File: src/rtl/mbt_pkg.sv
package mbt_pkg;
  typedef enum logic [1:0] {
    PH_IDLE = 2'd0,
    PH_ADDR = 2'd1,
    PH_DATA = 2'd2
  } phase_e;
endpackage

File: src/rtl/mbt_phase_ctrl.sv
module mbt_phase_ctrl
  import mbt_pkg::*;
#(
  parameter int unsigned LANE_W    = 16,
  parameter int unsigned IDX_W     = 6,
  parameter int unsigned RD_LAT    = 17,
  parameter int unsigned BURST_LEN = 16,
  localparam int unsigned CNT_W    = $clog2(RD_LAT + BURST_LEN + 2),
  localparam int unsigned BEAT_W   = $clog2(BURST_LEN + 1)
) (
  input  logic              clk_i,
  input  logic              rst_ni,
  input  logic              cs_ni,
  input  logic              adv_ni,
  input  logic              oe_ni,
  input  logic              we_ni,
  input  logic [LANE_W-1:0] lane_i,
  output logic              wr_en_o,
  output logic [IDX_W-1:0]  idx_o,
  output logic              rd_load_o,
  output logic              rd_act_o
);
  localparam logic [CNT_W-1:0]  CNT_MAX   = {CNT_W{1'b1}};
  localparam logic [CNT_W-1:0]  CNT_START = CNT_W'(RD_LAT - 2);
  localparam logic [BEAT_W-1:0] BEAT_LAST = BEAT_W'(BURST_LEN);

  phase_e             phase_q;
  logic [CNT_W-1:0]   cnt_q;
  logic [LANE_W-1:0]  addr_q;
  logic               rd_pend_q;
  logic               rd_act_q;
  logic [BEAT_W-1:0]  beat_q;

  logic sel, adv_hit, in_data, wr_beat, rd_start, rd_more, rd_load;

  assign sel      = ~cs_ni;
  assign adv_hit  = sel & ~adv_ni;
  assign in_data  = sel & adv_ni & (phase_q != PH_IDLE);
  assign wr_beat  = in_data & ~we_ni;
  // first load on the edge ending clock RD_LAT-1
  assign rd_start = in_data & rd_pend_q & ~rd_act_q & (beat_q == '0) & (cnt_q == CNT_START);
  assign rd_more  = sel & rd_act_q & (beat_q < BEAT_LAST);
  assign rd_load  = rd_start | rd_more;

  always_ff @(posedge clk_i or negedge rst_ni) begin
    if (!rst_ni) begin
      phase_q   <= PH_IDLE;
      cnt_q     <= '0;
      addr_q    <= '0;
      rd_pend_q <= 1'b0;
      rd_act_q  <= 1'b0;
      beat_q    <= '0;
    end else if (!sel) begin
      phase_q   <= PH_IDLE;
      cnt_q     <= '0;
      rd_pend_q <= 1'b0;
      rd_act_q  <= 1'b0;
      beat_q    <= '0;
    end else begin
      cnt_q <= (cnt_q == CNT_MAX) ? cnt_q : cnt_q + 1'b1;
      if (adv_hit) begin
        phase_q   <= PH_ADDR;
        addr_q    <= lane_i;
        rd_pend_q <= 1'b0;
        rd_act_q  <= 1'b0;
        beat_q    <= '0;
      end else begin
        if (phase_q == PH_ADDR) phase_q <= PH_DATA;
        if (in_data && !oe_ni) rd_pend_q <= 1'b1;
        if (wr_beat || rd_load) addr_q <= addr_q + 1'b1;
        if (rd_load) beat_q <= beat_q + 1'b1;
        if (rd_start) rd_act_q <= 1'b1;
        else if (rd_act_q && beat_q == BEAT_LAST) rd_act_q <= 1'b0;
      end
    end
  end

  assign wr_en_o   = wr_beat;
  assign idx_o     = addr_q[IDX_W-1:0];
  assign rd_load_o = rd_load;
  assign rd_act_o  = rd_act_q;


  addr_latch_chk: assert property (@(posedge clk_i) disable iff (!rst_ni)
    adv_hit |=> addr_q == $past(lane_i));

  wr_step_chk: assert property (@(posedge clk_i) disable iff (!rst_ni)
    wr_beat |=> addr_q == $past(addr_q) + 1'b1);

  first_beat_chk: assert property (@(posedge clk_i) disable iff (!rst_ni)
    $rose(rd_act_q) |-> $past(cnt_q) == CNT_START);

  beat_bound_chk: assert property (@(posedge clk_i) disable iff (!rst_ni)
    rd_act_q |-> beat_q <= BEAT_LAST);

  abort_chk: assert property (@(posedge clk_i) disable iff (!rst_ni)
    cs_ni |=> !rd_act_q && beat_q == '0);
endmodule

File: src/rtl/mbt_regfile.sv
module mbt_regfile #(
  parameter int unsigned DATA_W = 16,
  parameter int unsigned IDX_W  = 6,
  localparam int unsigned DEPTH = 1 << IDX_W
) (
  input  logic              clk_i,
  input  logic              rst_ni,
  input  logic              we_i,
  input  logic [IDX_W-1:0]  idx_i,
  input  logic [DATA_W-1:0] wdata_i,
  output logic [DATA_W-1:0] rdata_o
);
  logic [DATA_W-1:0] mem_q [DEPTH];

  always_ff @(posedge clk_i or negedge rst_ni) begin
    if (!rst_ni) begin
      for (int i = 0; i < DEPTH; i++) mem_q[i] <= '0;
    end else if (we_i) begin
      mem_q[idx_i] <= wdata_i;
    end
  end

  assign rdata_o = mem_q[idx_i];


  store_chk: assert property (@(posedge clk_i) disable iff (!rst_ni)
    we_i |=> mem_q[$past(idx_i)] == $past(wdata_i));
endmodule

File: src/rtl/mbt_lane_drv.sv
module mbt_lane_drv #(
  parameter int unsigned LANE_W = 16
) (
  input  logic              clk_i,
  input  logic              rst_ni,
  input  logic              rd_load_i,
  input  logic              rd_act_i,
  input  logic              cs_ni,
  input  logic              oe_ni,
  input  logic [LANE_W-1:0] rdata_i,
  output logic [LANE_W-1:0] lane_o,
  output logic              lane_oe_o
);
  logic [LANE_W-1:0] out_q;

  always_ff @(posedge clk_i or negedge rst_ni) begin
    if (!rst_ni)        out_q <= '0;
    else if (rd_load_i) out_q <= rdata_i;
  end

  assign lane_o    = out_q;
  assign lane_oe_o = rd_act_i & ~cs_ni & ~oe_ni;


  load_chk: assert property (@(posedge clk_i) disable iff (!rst_ni)
    rd_load_i |=> lane_o == $past(rdata_i));

  hold_chk: assert property (@(posedge clk_i) disable iff (!rst_ni)
    !rd_load_i |=> $stable(lane_o));
endmodule

File: src/rtl/mux_bus_target.sv
module mux_bus_target #(
  parameter int unsigned LANE_W    = 16,
  parameter int unsigned IDX_W     = 6,
  parameter int unsigned RD_LAT    = 17,
  parameter int unsigned BURST_LEN = 16
) (
  input  logic              clk_i,
  input  logic              rst_ni,
  input  logic              cs_ni,
  input  logic              adv_ni,
  input  logic              oe_ni,
  input  logic              we_ni,
  input  logic [LANE_W-1:0] lane_i,
  output logic [LANE_W-1:0] lane_o,
  output logic              lane_oe_o
);
  logic             wr_en, rd_load, rd_act;
  logic [IDX_W-1:0] idx;
  logic [LANE_W-1:0] rdata;

  mbt_phase_ctrl #(
    .LANE_W(LANE_W), .IDX_W(IDX_W), .RD_LAT(RD_LAT), .BURST_LEN(BURST_LEN)
  ) u_ctrl (
    .clk_i, .rst_ni, .cs_ni, .adv_ni, .oe_ni, .we_ni, .lane_i,
    .wr_en_o(wr_en), .idx_o(idx), .rd_load_o(rd_load), .rd_act_o(rd_act)
  );

  mbt_regfile #(.DATA_W(LANE_W), .IDX_W(IDX_W)) u_rf (
    .clk_i, .rst_ni, .we_i(wr_en), .idx_i(idx), .wdata_i(lane_i), .rdata_o(rdata)
  );

  mbt_lane_drv #(.LANE_W(LANE_W)) u_drv (
    .clk_i, .rst_ni, .rd_load_i(rd_load), .rd_act_i(rd_act), .cs_ni, .oe_ni,
    .rdata_i(rdata), .lane_o, .lane_oe_o
  );


  lane_own_chk: assert property (@(posedge clk_i) disable iff (!rst_ni)
    lane_oe_o |-> u_ctrl.rd_act_q && !cs_ni);
endmodule

File: config.mk
export PLATFORM = sky130hd
export DESIGN_NAME = mux_bus_target
export DESIGN_NICKNAME = d
export VERILOG_FILES = /design/src/rtl/mbt_pkg.sv /design/src/rtl/mbt_phase_ctrl.sv /design/src/rtl/mbt_regfile.sv /design/src/rtl/mbt_lane_drv.sv /design/src/rtl/mux_bus_target.sv
export SDC_FILE = /design/constraint.sdc
export NUM_CORES = 2
export LEC_CHECK = 0
export BUFFER_PORTS_ARGS = -buffer_cell sky130_fd_sc_hd__buf_2
export CORE_ASPECT_RATIO = 0.9
export CORE_MARGIN = 5
export CORE_UTILIZATION = 57
export CTS_CLUSTER_SIZE = 24
export DETAILED_ROUTE_END_ITERATION = 6
export PLACE_DENSITY = 0.76
export SLEW_MARGIN = 10
export SYNTH_ARGS = -nofsm -noshare
export SYNTH_HDL_FRONTEND = slang
export SYNTH_HIERARCHICAL = 1
export SYNTH_SLANG_ARGS = --single-unit
File: constraint.sdc
create_clock -name clk_i -period 2.68 [get_ports clk_i]
set_input_delay 0.536 -clock clk_i [delete_from_list [all_inputs] [get_ports clk_i]]
set_output_delay 0.536 -clock clk_i [all_outputs]
set_load 0.02 [all_outputs]
### After elaboration in Yosys (flattened, before gate mapping)

Index checks and enable logic that the tools add are counted.

* output and inout bits: 17
* word-level logic and storage cells: 136
* register bits: 1071

* order comparisons: 3
* equality and inequality tests: 5
* reduce and logical (&&, ||, !) cells: 13
* add/subtract/negate cells: 3
* multiplexer cells: 23
* bitwise operators: 18

Operators by type and width (number)
* $bwmux W1024: 1
* $bmux W16 S6: 1
* $demux W16 S6: 1
* $mux W16: 5
* $add A16 B1 Y16 const B: 1
* $mux W5: 3
* $mux W6: 2
* $and A1 B1 Y1: 11
* $reduce_bool A3 Y1: 3
* $ge A7 B7 Y1 const B: 1
* $lt A7 B1 Y1 const B: 1
* $mux W1: 7
* $not A6 Y7: 1
* $add A6 B1 Y6 const B: 1
* $eq A6 B4 Y1 const B: 1
* $eq A6 B6 Y1 const B: 1
* $mux W2: 3
* $add A5 B1 Y5 const B: 1
* $eq A5 B5 Y1 const B: 1
* $logic_not A5 Y1: 1
* $lt A5 B5 Y1 const B: 1
* $not A1 Y1: 5
* $reduce_bool A2 Y1: 2
* $reduce_bool A4 Y1: 1
* 7 further kinds: 9

### Logic depth before layout (Yosys ltp)

* word-level depth: 11
* depth in mapped cells: 12
* mapped depth without buffers: 7

### Modules after synthesis

The synthesis kept the hierarchy.

By module, submodules not included
* mbt_regfile: cells an instance 3467, instances 1, seq. area each 25624.6 um^2, area each 46599.7 um^2
* mbt_phase_ctrl: cells an instance 131, instances 1, seq. area each 525.5 um^2, area each 1263.7 um^2
* mbt_lane_drv: cells an instance 35, instances 1, seq. area each 400.4 um^2, area each 656.9 um^2

### Least setup slack after synthesis

No wires, ideal clock.

* path type: input to register
* from: in cs_ni
* to: reg u_rf/mem_q[213] (netlist bit)
* stages on the path: 9
* setup time: 125 ps
* buffers on the path: 2
* data arrival time: 2403 ps
* path slack: 153 ps
* cell sequence: and2b_4 -> o21ai_2 -> nor2_1 -> clkbuf_1 -> nand2_1 -> nor3_4 -> nand2_2 -> buf_2 -> mux2_2

* longest elaborated chain between the ends: 4

Ends and longest elaborated chain
* from (decl): RTL line mux_bus_target.sv:9 `input logic cs_ni,`
* $not A1 Y1 (no line)
* $and A1 B1 Y1 (2 in series): RTL line mbt_phase_ctrl.sv:38 `assign in_data = sel & adv_ni & (phase_q != PH_IDLE);`
* $and A1 B1 Y1: RTL line mbt_phase_ctrl.sv:39 `assign wr_beat = in_data & ~we_ni;`
* named net wr_en: RTL line mux_bus_target.sv:17 `logic wr_en, rd_load, rd_act;`
* to (signal, indexed assignment): RTL line mbt_regfile.sv:19 `mem_q[idx_i] <= wdata_i;`
* to (decl): RTL line mbt_regfile.sv:13 `logic [DATA_W-1:0] mem_q [DEPTH];`

The timed path passes the listed nets, and every way through them passes these cells.
A chain may end at the register's enable or synchronous reset.

### Worst setup path in the final report

* from: reg u_ctrl.addr_q[0]
* to: reg u_drv.out_q[14], in the netlist u_drv/lane_o[14]

* longest elaborated chain between the ends: 4

Ends and longest elaborated chain
* from (decl): RTL line mbt_phase_ctrl.sv:29 `logic [LANE_W-1:0] addr_q;`
* from (signal assigned): RTL line mbt_phase_ctrl.sv:63 `addr_q <= lane_i;`
* from (signal assigned): RTL line mbt_phase_ctrl.sv:70 `if (wr_beat || rd_load) addr_q <= addr_q + 1'b1;`
* $not A6 Y7 (implied by the code): RTL line mbt_regfile.sv:23 `assign rdata_o = mem_q[idx_i];`
* $bmux W16 S6: RTL line mbt_regfile.sv:23
* $mux W16 (implied by the code) (2 in series): RTL line mbt_regfile.sv:23
* named net rdata[14]: RTL line mux_bus_target.sv:19 `logic [LANE_W-1:0] rdata;`
* to (signal assigned): RTL line mbt_lane_drv.sv:18 `else if (rd_load_i) out_q <= rdata_i;`
* to (decl): RTL line mbt_lane_drv.sv:14 `logic [LANE_W-1:0] out_q;`

The timed path passes the listed nets, and every way through them passes these cells. The select of a mux whose other input is x is not followed.

==> metrics.yaml <==
outcome:
  outcome: "complete, but fails checks"
  failed_checks: "negative setup slack"
clock_network:
  clock_latency_ps: 710
  cts_buffer_depth: 3
  cts-root-buf: "clkbuf_16"
  tritoncts: "done"
  cts_buffers: 106
  clk_pin_slew_ps: 70
  h-tree-depth: 3
  clock_sinks: 1061
timing:
  min_period_over_period: 1.10
  final-max-slew-violation-count: 0
  fmax_mhz: 339
  worst_slew_pin_slew_ps: 1210
  rsz0062_at_grt: "yes"
  finalCriticalPeriod_ps: 2950
  hold_violations: 0
  relSlewSlack: 0.191
  fin_skew_ps: 34.6
  finalSetupTns_ps: -2630
  setup_violations: 16
  final.setup.worst_slack_ps: -271
logic_synthesis:
  synth_edf_count: 0
  synth.area.top_cells: "dfrtp_1 55%, mux2_2 25%, a221oi_1 2.7%, a22oi_1 2.4%, mux2i_1 1.5%"
  synth-main-ff-cell: "dfrtp_1"
  yosysSeqAreaShare: 0.547
  syn_area_um2: 48500
  yosys_warnings: 6
  synth_common_cells: "1080 x mux2_2, 1061 x dfrtp_1, 163 x clkbuf_1"
  synth.most_common_cell: "mux2_2"
  syn-instance-count: 3633
  yosysTopAreaCell: "dfrtp_1"
  avgSynthCellArea_um2: 13.4
  syn-num-nets: 3659
  synthDistinctLibCells: 86
  async_flop_share: 1.00
  synth_seq_cells: 1061
  yosys.area.top_type_share: 0.547
placed_design:
  port-buffer-count: 38
  post-dp-hpwl_mm: 94.3
  gp_congestion: 0.949
  dp_cells: 4871
route:
  drt_wl_total_mm: 150
  dr.pass1.iters: 6
  drc_errors: 0
  vias: 34700
  wire_per_inst_um: 29.3
  via_per_inst: 6.76
  drtIter0Drc: 4196
  drtAntennaViolNets: 0
finish:
  final_cells: 5129
  layout-drive-gt1-share: 0.502
  area_delta_synth_final_pct: 20.6
  nets: 3931
power_and_ir_drop:
  switchingPower_uw: 14400
  sw_frac_of_total: 0.313
  power.density_nw_per_um2: 789
  seq_power_share: 0.377
  clkPwrFrac: 0.347
  leakagePower_uw: 0.0282
  p_int_uw: 31700
  peakVddDrop_mv: 0.535
  power_frac_comb: 0.277
setup_path:
  worst-endpoint-required_ps: 3280
  cpPeakStageDelay_ps: 600
  end_kind: "register"
  crit_arrival_ps: 3550
  path_max_fanout: 24
  path_buf_inv: 3
  slowest_stage: "or4_1"
  worst_setup_path_start_kind: "register"
  criticalPathCategory: "register to register"
  crit_family: "simple AND/OR/NAND/NOR gates"
  crit_path_cell_trace: "buf_4, and2_4, buf_12, buf_6, a221oi_2, nor2_1, o21ai_1, nand4_1, or4_1, mux2_2"
floorplan:
  fp.coreArea_um2: 84400
  die_w_um: 318
  die_area_um2: 91100
  rows: 101
  dieHeight_um: 287
  io-pin-count: 39
  start_util: 0.575
grt:
  grt_overflow: 0
  antenna_found_initial: 5
  grt_max_degree: 111
  grt_pass1_vias: 35300
  grt_usage: 0.322
  grt_pass1_wl_mm: 226
flow_run:
  max_cap_violations: 0
hold_path:
  hold_path.class: "input pin to register"
[path summary, 6_finish.rpt]
kind / cells past startpoint / from / slack [ps] / to
min in group asynchronous: 2 / rst_ni / 390 / u_rf/mem_q[542]$_DFFE_PN0P_
hold / removal: 4 / oe_ni / 150 / u_ctrl/rd_pend_q$_DFFE_PN0P_
setup reg to reg: 10 / u_ctrl/addr_q[0]$_DFFE_PN0P_ / -270 / u_drv/lane_o[14]$_DFFE_PN0P_
max in group asynchronous: 3 / rst_ni / 1300 / u_rf/mem_q[792]$_DFFE_PN0P_
setup / recovery: 10 / u_ctrl/addr_q[0]$_DFFE_PN0P_ / -270 / u_drv/lane_o[14]$_DFFE_PN0P_
hold reg to reg: 1 / u_rf/mem_q[230]$_DFFE_PN0P_ / 500 / u_rf/mem_q[230]$_DFFE_PN0P_
[cell type report]
type / count / area [um^2]
diodes: 2 / 5.00
clock buffers: 157 / 3170
clock inverters: 40 / 613
fillers: 5575 / 25900
inverters: 9 / 36.3
multi-input cells: 2200 / 21000
flip-flops and latches: 1061 / 26600
well taps: 1133 / 1420
repair buffers: 527 / 5720
[layout by cell type (no fill, tap or decap), drive strengths merged, types with 14 or more instances in the layout]
master,Yosys,layout
dfrtp,1061,1061
nor3,28,28
clkinv,0,18
o2111ai,19,19
nand3,17,17
nor2,136,136
a21oi,78,78
mux2,1093,1093
mux2i,72,72
a22o,31,31
a31oi,17,17
o22ai,43,43
o221ai,15,15
a221o,15,15
buf,199,523
a22oi,156,156
o21ai,78,78
clkbuf,164,158
nand2,98,98
a222oi,32,32
bufinv,0,14
a221oi,148,148
[kinds of logic (layout without fill, tap and decap cells)]
family          after synthesis  in the layout  share of synthesized area
compound gates              670            670                      0.103
xor+xnor                      3              3                   0.000542
fa+ha+maj                     4              4                    0.00103
buf+inv                     372            733                     0.0362
flops                      1061           1061                      0.547
mux                        1177           1177                      0.275
other cells                   0              2                          0
simple gates                346            346                     0.0370
[worst register-to-register path, cell delays in order (launching register included)]
cell and delay, ps:
dfrtp_4 480, buf_4 150, and2_4 170, buf_12 170
buf_6 160, a221oi_2 290, nor2_1 90, o21ai_1 180
nand4_1 300, or4_1 610, mux2_2 270
[sequential cells by signal, indices dropped and copies added (netlist names)]
register and flops:
u_drv/lane_o 16, u_ctrl/phase_q 2, u_ctrl/rd_pend_q 1, u_ctrl/beat_q 5, u_ctrl/addr_q 6, u_ctrl/rd_act_o 1
u_rf/mem_q 1024, u_ctrl/cnt_q 6
[metrics by stage]
step / power (uW) / hold slack [ps] / utilization / cell area (um^2) / worst slack (ps)
2_1_floorplan: 22700 / 240 / - / 48500 / 153
3_3_place_gp: 28000 / 482 / 0.630 / 53200 / -337
3_5_place_dp: 28200 / 490 / 0.630 / 53200 / -372
4_1_cts: 45100 / 133 / 0.686 / 57900 / -162
5_1_grt: 47400 / 184 / 0.693 / 58500 / -293
6_report: 46200 / 149 / 0.693 / 58500 / -271
[metal layers]
layer / share of wire / GRT usage / vias up / wire, um
met2: 0.45 / 0.488 / 1923 / 67400
met1: 0.40 / 0.447 / 18200 / 60500
met4: 0.042 / 0.126 / 2 / 6350
li1: - / - / 14200 / -
met3: 0.11 / 0.0903 / 419 / 15900
met5: 0.000087 / 0 / - / 13
[power by group through the flow]
stage               clock network [uW]  logic (uW)  registers [uW]
finish                           16000       12800           17400
CTS                              16100       11600           17400
floorplan                            0        5240           17500
detailed placement                   0       10500           17700
global placement                     0       10400           17600
global route                     16800       13100           17500
[what timing repair did]
action / in CTS / in global routing
setup buffers: 37 / 22
cloned: 3 / 1
endpoints found under the setup margin: 127 / 64
hold endpoints to repair: 17 / 0
pin swaps: 33 / 41
hold buffers: 1 / 0
gates resized for setup: 117 / 96
(Power assumes the default switching activity.)
